## config.mk

```make
export PLATFORM = sky130hd
export DESIGN_NAME = lsagu_top
export DESIGN_NICKNAME = d
export VERILOG_FILES = /design/src/rtl/lsagu_pkg.sv /design/src/rtl/lsagu_decode.sv /design/src/rtl/lsagu_shifter.sv /design/src/rtl/lsagu_addsub.sv /design/src/rtl/lsagu_top.sv
export SDC_FILE = /design/constraint.sdc
export NUM_CORES = 1
export LEC_CHECK = 0
export ABC_AREA = 1
export ABC_CLOCK_PERIOD_IN_PS = 1100
export BUFFER_PORTS_ARGS = -buffer_cell sky130_fd_sc_hd__clkbuf_2
export CORE_AREA = 3 3 131 184
export DETAILED_ROUTE_END_ITERATION = 8
export DIE_AREA = 0 0 134 187
export HOLD_SLACK_MARGIN = 0.06
export PLACE_DENSITY = 0.68
export SYNTH_ARGS = -nofsm -noshare
export SYNTH_HDL_FRONTEND = slang
export SYNTH_SLANG_ARGS = --single-unit
```

## constraint.sdc

```tcl
create_clock -name clk_i -period 1.1 [get_ports clk_i]
set_clock_uncertainty 0.2 [all_clocks]
set_input_delay 0.11 -clock clk_i [delete_from_list [all_inputs] [get_ports clk_i]]
set_output_delay 0.11 -clock clk_i [all_outputs]
set_load 0.02 [all_outputs]
```

## src/rtl/lsagu_pkg.sv

```systemverilog
package lsagu_pkg;
  typedef enum logic [1:0] {
    SH_LSL = 2'b00,
    SH_LSR = 2'b01,
    SH_ASR = 2'b10,
    SH_ROR = 2'b11
  } shift_e;

  typedef struct packed {
    logic        is_class;
    logic        reg_off;
    logic        bad_enc;
    logic        pre;
    logic        up;
    logic        byte_sz;
    logic        wbit;
    logic        load;
    logic [3:0]  base_reg;
    logic [11:0] imm;
    shift_e      sh_type;
    logic [4:0]  sh_amt;
  } lsagu_dec_t;
endpackage

```

## src/rtl/lsagu_decode.sv

```systemverilog
module lsagu_decode
  import lsagu_pkg::*;
(
  input  logic [31:0] instr_i,
  output lsagu_dec_t  dec_o
);
  // condition and destination fields are handled outside this block
  logic unused_bits;
  assign unused_bits = ^{instr_i[31:28], instr_i[15:12]};

  always_comb begin
    dec_o          = '0;
    dec_o.is_class = (instr_i[27:26] == 2'b01);
    dec_o.reg_off  = instr_i[25];
    dec_o.bad_enc  = instr_i[25] & instr_i[4];
    dec_o.pre      = instr_i[24];
    dec_o.up       = instr_i[23];
    dec_o.byte_sz  = instr_i[22];
    dec_o.wbit     = instr_i[21];
    dec_o.load     = instr_i[20];
    dec_o.base_reg = instr_i[19:16];
    dec_o.imm      = instr_i[11:0];
    dec_o.sh_type  = shift_e'(instr_i[6:5]);
    dec_o.sh_amt   = instr_i[11:7];
  end
endmodule

```

## src/rtl/lsagu_shifter.sv

```systemverilog
module lsagu_shifter
  import lsagu_pkg::*;
#(
  parameter int DATA_W = 32
) (
  input  logic [DATA_W-1:0] val_i,
  input  shift_e            type_i,
  input  logic [4:0]        amt_i,
  input  logic              carry_i,
  output logic [DATA_W-1:0] res_o
);
  logic              amt_zero;
  logic [2*DATA_W-1:0] rot_wide;

  assign amt_zero = (amt_i == 5'd0);
  assign rot_wide = {val_i, val_i} >> amt_i;

  always_comb begin
    unique case (type_i)
      SH_LSL: res_o = val_i << amt_i;
      SH_LSR: res_o = amt_zero ? '0 : (val_i >> amt_i);
      SH_ASR: res_o = amt_zero ? {DATA_W{val_i[DATA_W-1]}}
                               : DATA_W'($signed(val_i) >>> amt_i);
      SH_ROR: res_o = amt_zero ? {carry_i, val_i[DATA_W-1:1]}
                               : rot_wide[DATA_W-1:0];
      default: res_o = val_i;
    endcase
  end
endmodule

```

## src/rtl/lsagu_addsub.sv

```systemverilog
module lsagu_addsub #(
  parameter int DATA_W = 32
) (
  input  logic [DATA_W-1:0] a_i,
  input  logic [DATA_W-1:0] b_i,
  input  logic              up_i,
  output logic [DATA_W-1:0] sum_o
);
  assign sum_o = up_i ? (a_i + b_i) : (a_i - b_i);
endmodule

```

## src/rtl/lsagu_top.sv

```systemverilog
module lsagu_top
  import lsagu_pkg::*;
#(
  parameter int DATA_W = 32
) (
  input  logic              clk_i,
  input  logic              rst_ni,
  input  logic              valid_i,
  input  logic [31:0]       instr_i,
  input  logic [DATA_W-1:0] base_i,
  input  logic [DATA_W-1:0] index_i,
  input  logic              cond_pass_i,
  input  logic              carry_i,
  output logic              valid_o,
  output logic              req_o,
  output logic [DATA_W-1:0] addr_o,
  output logic              load_o,
  output logic              byte_o,
  output logic              unpriv_o,
  output logic              wb_en_o,
  output logic [3:0]        wb_reg_o,
  output logic [DATA_W-1:0] wb_data_o
);
  localparam int IMM_W = 12;

  lsagu_dec_t        dec;
  logic [DATA_W-1:0] shifted;
  logic [DATA_W-1:0] offset;
  logic [DATA_W-1:0] calc;
  logic              go;
  logic              wb_go;
  logic              unpriv_go;

  lsagu_decode u_decode (
    .instr_i (instr_i),
    .dec_o   (dec)
  );

  lsagu_shifter #(.DATA_W(DATA_W)) u_shifter (
    .val_i   (index_i),
    .type_i  (dec.sh_type),
    .amt_i   (dec.sh_amt),
    .carry_i (carry_i),
    .res_o   (shifted)
  );

  assign offset = dec.reg_off ? shifted
                              : {{(DATA_W-IMM_W){1'b0}}, dec.imm};

  lsagu_addsub #(.DATA_W(DATA_W)) u_addsub (
    .a_i   (base_i),
    .b_i   (offset),
    .up_i  (dec.up),
    .sum_o (calc)
  );

  assign go        = valid_i & cond_pass_i & dec.is_class & ~dec.bad_enc;
  // post-indexed always writes back; W only matters when pre-indexed
  assign wb_go     = go & (~dec.pre | dec.wbit);
  // W on a post-indexed form means translation, not writeback
  assign unpriv_go = go & ~dec.pre & dec.wbit;

  always_ff @(posedge clk_i or negedge rst_ni) begin
    if (!rst_ni) begin
      valid_o  <= 1'b0;
      req_o    <= 1'b0;
      wb_en_o  <= 1'b0;
      unpriv_o <= 1'b0;
    end else begin
      valid_o  <= valid_i;
      req_o    <= go;
      wb_en_o  <= wb_go;
      unpriv_o <= unpriv_go;
    end
  end

  always_ff @(posedge clk_i or negedge rst_ni) begin
    if (!rst_ni) begin
      addr_o    <= '0;
      load_o    <= 1'b0;
      byte_o    <= 1'b0;
      wb_reg_o  <= '0;
      wb_data_o <= '0;
    end else if (valid_i) begin
      addr_o    <= dec.pre ? calc : base_i;
      load_o    <= dec.load;
      byte_o    <= dec.byte_sz;
      wb_reg_o  <= dec.base_reg;
      wb_data_o <= calc;
    end
  end
endmodule

```

==> results.md, run 1 <==
* Status: stopped before the end
* Failed at: global routing (5_1_grt)
* Run Error: [ERROR GRT-0116] Global routing finished with congestion. Check the congestion regions in the DRC Viewer.
* Yosys cell types at 49
* Top cells by area, synth: nand2_1, dfrtp_1, nand3_1
* Global route overflow at 17
* Yosys top cell by area: nand2_1
* Initial core utilization at 0.469
* Die height at 187 µm
* Average size of a mapped cell at 5.60 µm²
* Register area share after synthesis at 0.175
* Max Root-Sink Buffers at 2
* Clock Sinks at 74
* Boundary Pins at 175
* Port bufs at 166
* Synth Register Bits at 74
* H-Tree Depth at 3
* First-pass GRT wire length at 127,000 µm
* Synth top area share at 0.249
* Vias in the first global route at 20.1k
* Cell Rows at 65
* Largest net degree at the start of global routing at 56
* Main synth FF type: dfrtp_1
* Die width at 134 µm
* Routability cong. at 1.12
* Post-synth net total at 2,024
* Post-synthesis instance total at 1,889
* Pre-CTS setup slack at -4.25 ns
* Warning count from the yosys run at 0
* Post-Syn Area at 0.0106 mm²
* Async set-reset flop share out of synthesis at 1.00
* Number of enable flip-flop cells after synthesis at 0
* CTS Root Cell: clkbuf_16
* TritonCTS Buffers at 9
* Total track usage at 0.661
* DPL Wire Length at 48,500 µm
-- kinds of logic after synthesis --
family,share of synthesized area
xor gates and xnor gates,0.0398
AOI/OAI and AO/OA,0.177
adders and majority gates,0.0409
and+or+nand+nor,0.473
DFF,0.175
buffers and inverters,0.0886
muxes,0.00568
-- metrics by stage --
step	cell area (µm²)	std cells
after detailed placement	15600	2778
after CTS	17700	2859
after floorplan	10800	1889
after global placement	15600	2778
-- repair_timing --
action                                 CTS
buffers inserted                        34
endpoints found under the hold margin  113
hold buffers                            29
setup endpoints to repair              140
pin swaps                               87
resized for setup                      288
cloned                                   3
-- synthesized netlist by cell type (all sizes together), types with 3 or more instances --
library cell / instances
a21boi: 5
a21o: 6
a21oi: 91
a31oi: 10
buf: 63
clkbuf: 40
dfrtp: 74
ha: 33
inv: 117
mux2i: 6
nand2: 719
nand3: 295
nand3b: 4
nand4: 12
nor2: 123
nor3: 8
nor4: 4
o211ai: 38
o21a: 4
o21ai: 161
o21bai: 4
o22ai: 3
or2: 10
xnor2: 18
xor2: 30
-- routing by layer --
metal	global-route usage	GRT overflow
met1	0.653	0
met2	0.885	7
met3	0.421	0
met4	0.701	10
met5	0.0337	0
==> run 2: changes to the inputs <==
--- a/config.mk
+++ b/config.mk
@@ -8,11 +8,10 @@
 export ABC_AREA = 1
 export ABC_CLOCK_PERIOD_IN_PS = 1100
 export BUFFER_PORTS_ARGS = -buffer_cell sky130_fd_sc_hd__clkbuf_2
-export CORE_AREA = 3 3 131 184
+export CORE_AREA = 3 3 186 188
 export DETAILED_ROUTE_END_ITERATION = 8
-export DIE_AREA = 0 0 134 187
-export HOLD_SLACK_MARGIN = 0.06
-export PLACE_DENSITY = 0.68
+export DIE_AREA = 0 0 189 191
+export PLACE_DENSITY_LB_ADDON = 0.15
 export SYNTH_ARGS = -nofsm -noshare
 export SYNTH_HDL_FRONTEND = slang
 export SYNTH_SLANG_ARGS = --single-unit
==> run 2 against run 1 <==
The flow now finishes, with violations (hold timing, setup timing). Synthesized cell count stayed put. Synthesized area unchanged.
==> results.md, run 2 <==
* Most frequent cells in the layout: nand2_1, buf_4, nand3_1
* Critical path start-end classification: in -> reg
* CP required at 1.14 ns
* Core area at 0.0333 mm²
* Hold buffers post-CTS at 35
* P_sw at 9.35 mW
* Slew Limit Fails at 0
* Post-synth net total at 2,024
* TritonCTS Buffers at 9
* Yosys top cell by area: nand2_1
* Average size of a mapped cell at 5.60 µm²
* Largest net degree at the start of global routing at 54
* Post-synthesis mux area share at 0.00568
* Register area share after synthesis at 0.175
* Clock Sinks at 74
* Boundary Pins at 175
* Cell Rows at 67
* Fin crit share at 4.00
* Non-Filler Instances at 3,028
* Final Critical Period at 4.40 ns
* Async set-reset flop share out of synthesis at 1.00
* Die height at 191 µm
* Maximum clock rate at 227 MHz
* Layout cells sized above 1 at 0.470
* Final setup margin at -3.30 ns
* Post-synth top cells: nand2_1, nand3_1, nor2_1
* Pre-CTS setup slack at -4.13 ns
* Pint at 11.9 mW
* Post-synthesis adder-cell area fraction at 0.0409
* Vias in the first global route at 15.2k
* Most used cell, CP: nand2_2
* Routed WL at 60,500 µm
* Routability cong. at 1.02
* Failing checks: hold timing, setup timing
* DRC errors left at 0
* Warning count from the yosys run at 0
* Antenna violations before repair at 0
* H-Tree Depth at 3
* Clock power frac at 0.152
* FILL cells at 3,235
* CTS tree: yes
* Switch share at 0.441
* Post-Syn Area at 0.0106 mm²
* Most frequent cell after synthesis: nand2_1
* Dominant combinational cell family by area after synthesis: simple AND/OR/NAND/NOR gates
* CTS Root Cell: clkbuf_16
* Critical Path Max Stage Delay at 0.34 ns
* Top Registers: addr_o x32, wb_data_o x32, wb_reg_o x4
* Nets at 2,711
* DPL Wire Length at 48,000 µm
* Worst slew pin tran at 0.524 ns
* Drt pass-1 iters at 6
* Yosys cell types at 49
* Status: complete, but fails checks
* Endpoint type of the worst setup path: register
* Number of enable flip-flop cells after synthesis at 0
* Slowest CP cell: ha_1
* Path category of the worst min-delay check: in -> reg
* Power density over the cells at 1090 mW/mm²
* WP data arrival at 4.44 ns
* Maximum VDD drop at 0.772 mV
* Vias per Instance at 5.30
* Die area at 0.0361 mm²
* Leakage Power at 9.90 nW
* Port bufs at 166
* First-pass GRT wire length at 88,700 µm
* Clock transition at the registers of the reported paths at 0.06 ns
* DRT iter0 DRCs at 1,190
* Number of vias in the routed layout at 16.1k
* Post-synthesis instance total at 1,889
* Hold WS at -0.181 ns
* Relative slew slack at 0.649
* Area delta synth->final at 84.2%
* Compound-Gate Fraction of Synth Area at 0.177
* Placed cell count at 2,924
* Final hold violations at 16
* Initial core utilization at 0.318
* Commonest non-fill, non-tap cell in the layout: nand2_1
* Max Cap Violations at 0
* Area occupied by multi-input gates at 0.0101 mm²
* Combinational Power Share at 0.673
* FF+latch area at 0.00185 mm²
* Synth Register Bits at 74
* Total track usage at 0.319
* Startpoint types: input pin
* RSZ-0062 raised after global routing: yes
* Crit Path Max Fanout at 8
* Synth top area share at 0.249
* Final setup violation count at 139
* Post-route ant nets at 0
* Max Root-Sink Buffers at 2
* N_diodes at 0
* Global route overflow at 0
* WL/cell at 20.0 µm
* Main synth FF type: dfrtp_1
* Worst skew pair latency at 0.35 ns
* Die width at 189 µm
* Synth Area in Simple Gates at 0.473
* Post-synthesis xor/xnor area fraction at 0.0398
* Setup TNS at -180.71 ns
* Top cells by area, synth: nand2_1, dfrtp_1, nand3_1
* Share of power burned in registers at 0.175
[run 2: final timing paths]
check	start	endpoint	slack [ns]	depth (start not counted)
max	instr_i[7]	addr_o[28]	-3.30	34
min	instr_i[26]	req_o	-0.18	3
max reg2reg	wb_data_o[24]	wb_data_o[24]	0.21	2
min reg2reg	wb_data_o[2]	wb_data_o[2]	0.28	2
max in group asynchronous	rst_ni	wb_data_o[11]	0.29	3
min in group asynchronous	rst_ni	addr_o[6]	-0.02	2
[run 2: layout make-up]
type                    count  area share
inverters                 119      0.0245
well taps                 448      0.0288
repair buffers            779       0.316
multi-input cells        1593       0.519
clock inverters             6     0.00463
flip-flops and latches     74      0.0951
clock buffers               9      0.0116
[run 2: power by group through the flow]
stage,Sequential (mW),Clock (mW),Combinational [mW]
after floorplan,4.47,0,4.77
after global placement,3.72,0,11.3
after detailed placement,3.72,0,11.3
after CTS,3.69,3.27,12.7
after global routing,3.79,3.40,15.3
final,3.72,3.22,14.3
[run 2: kinds of logic after synthesis]
kind of cell,after synthesis
fa+ha+maj,34
buf+inv,222
flops,74
xor+xnor,48
simple gates,1176
mux,6
compound gates,329
[run 2: timing repair]
action                                 4_1_cts  5_1_grt
buffers inserted                            16       33
gates resized for setup                    292      326
endpoints found under the hold margin      113       12
pin swaps                                   59       94
gates cloned                                 6        1
setup endpoints to repair                  138      141
[run 2: worst max-delay path: cells and delay by family]
kind	cells	cell delay, ns
adders and majority gates	1	0.34
AOI/OAI and AO/OA	8	1.32
buffers and inverters	8	0.96
and+or+nand+nor	15	1.36
xor gates and xnor gates	2	0.30
[run 2: metal layers]
layer | track usage | vias up | share of wire
met5 | 0 | - | 0
li1 | - | 7661 | -
met4 | 0.139 | 0 | 0.056
met2 | 0.565 | 645 | 0.49
met1 | 0.390 | 7580 | 0.40
met3 | 0.0361 | 169 | 0.058
[run 2: through the flow]
stage	cell area, µm²	util	hold WS (ns)	power (mW)
6_report	19500	0.585	-0.181	21.2
2_1_floorplan	10800	-	-0.386	9.24
4_1_cts	17900	0.539	-0.170	19.7
5_1_grt	19500	0.585	-0.177	22.5
3_5_place_dp	15800	0.475	-0.189	15.0
3_3_place_gp	15800	0.475	-0.191	15.0
Note: power is estimated with default switching activity, not from simulation.
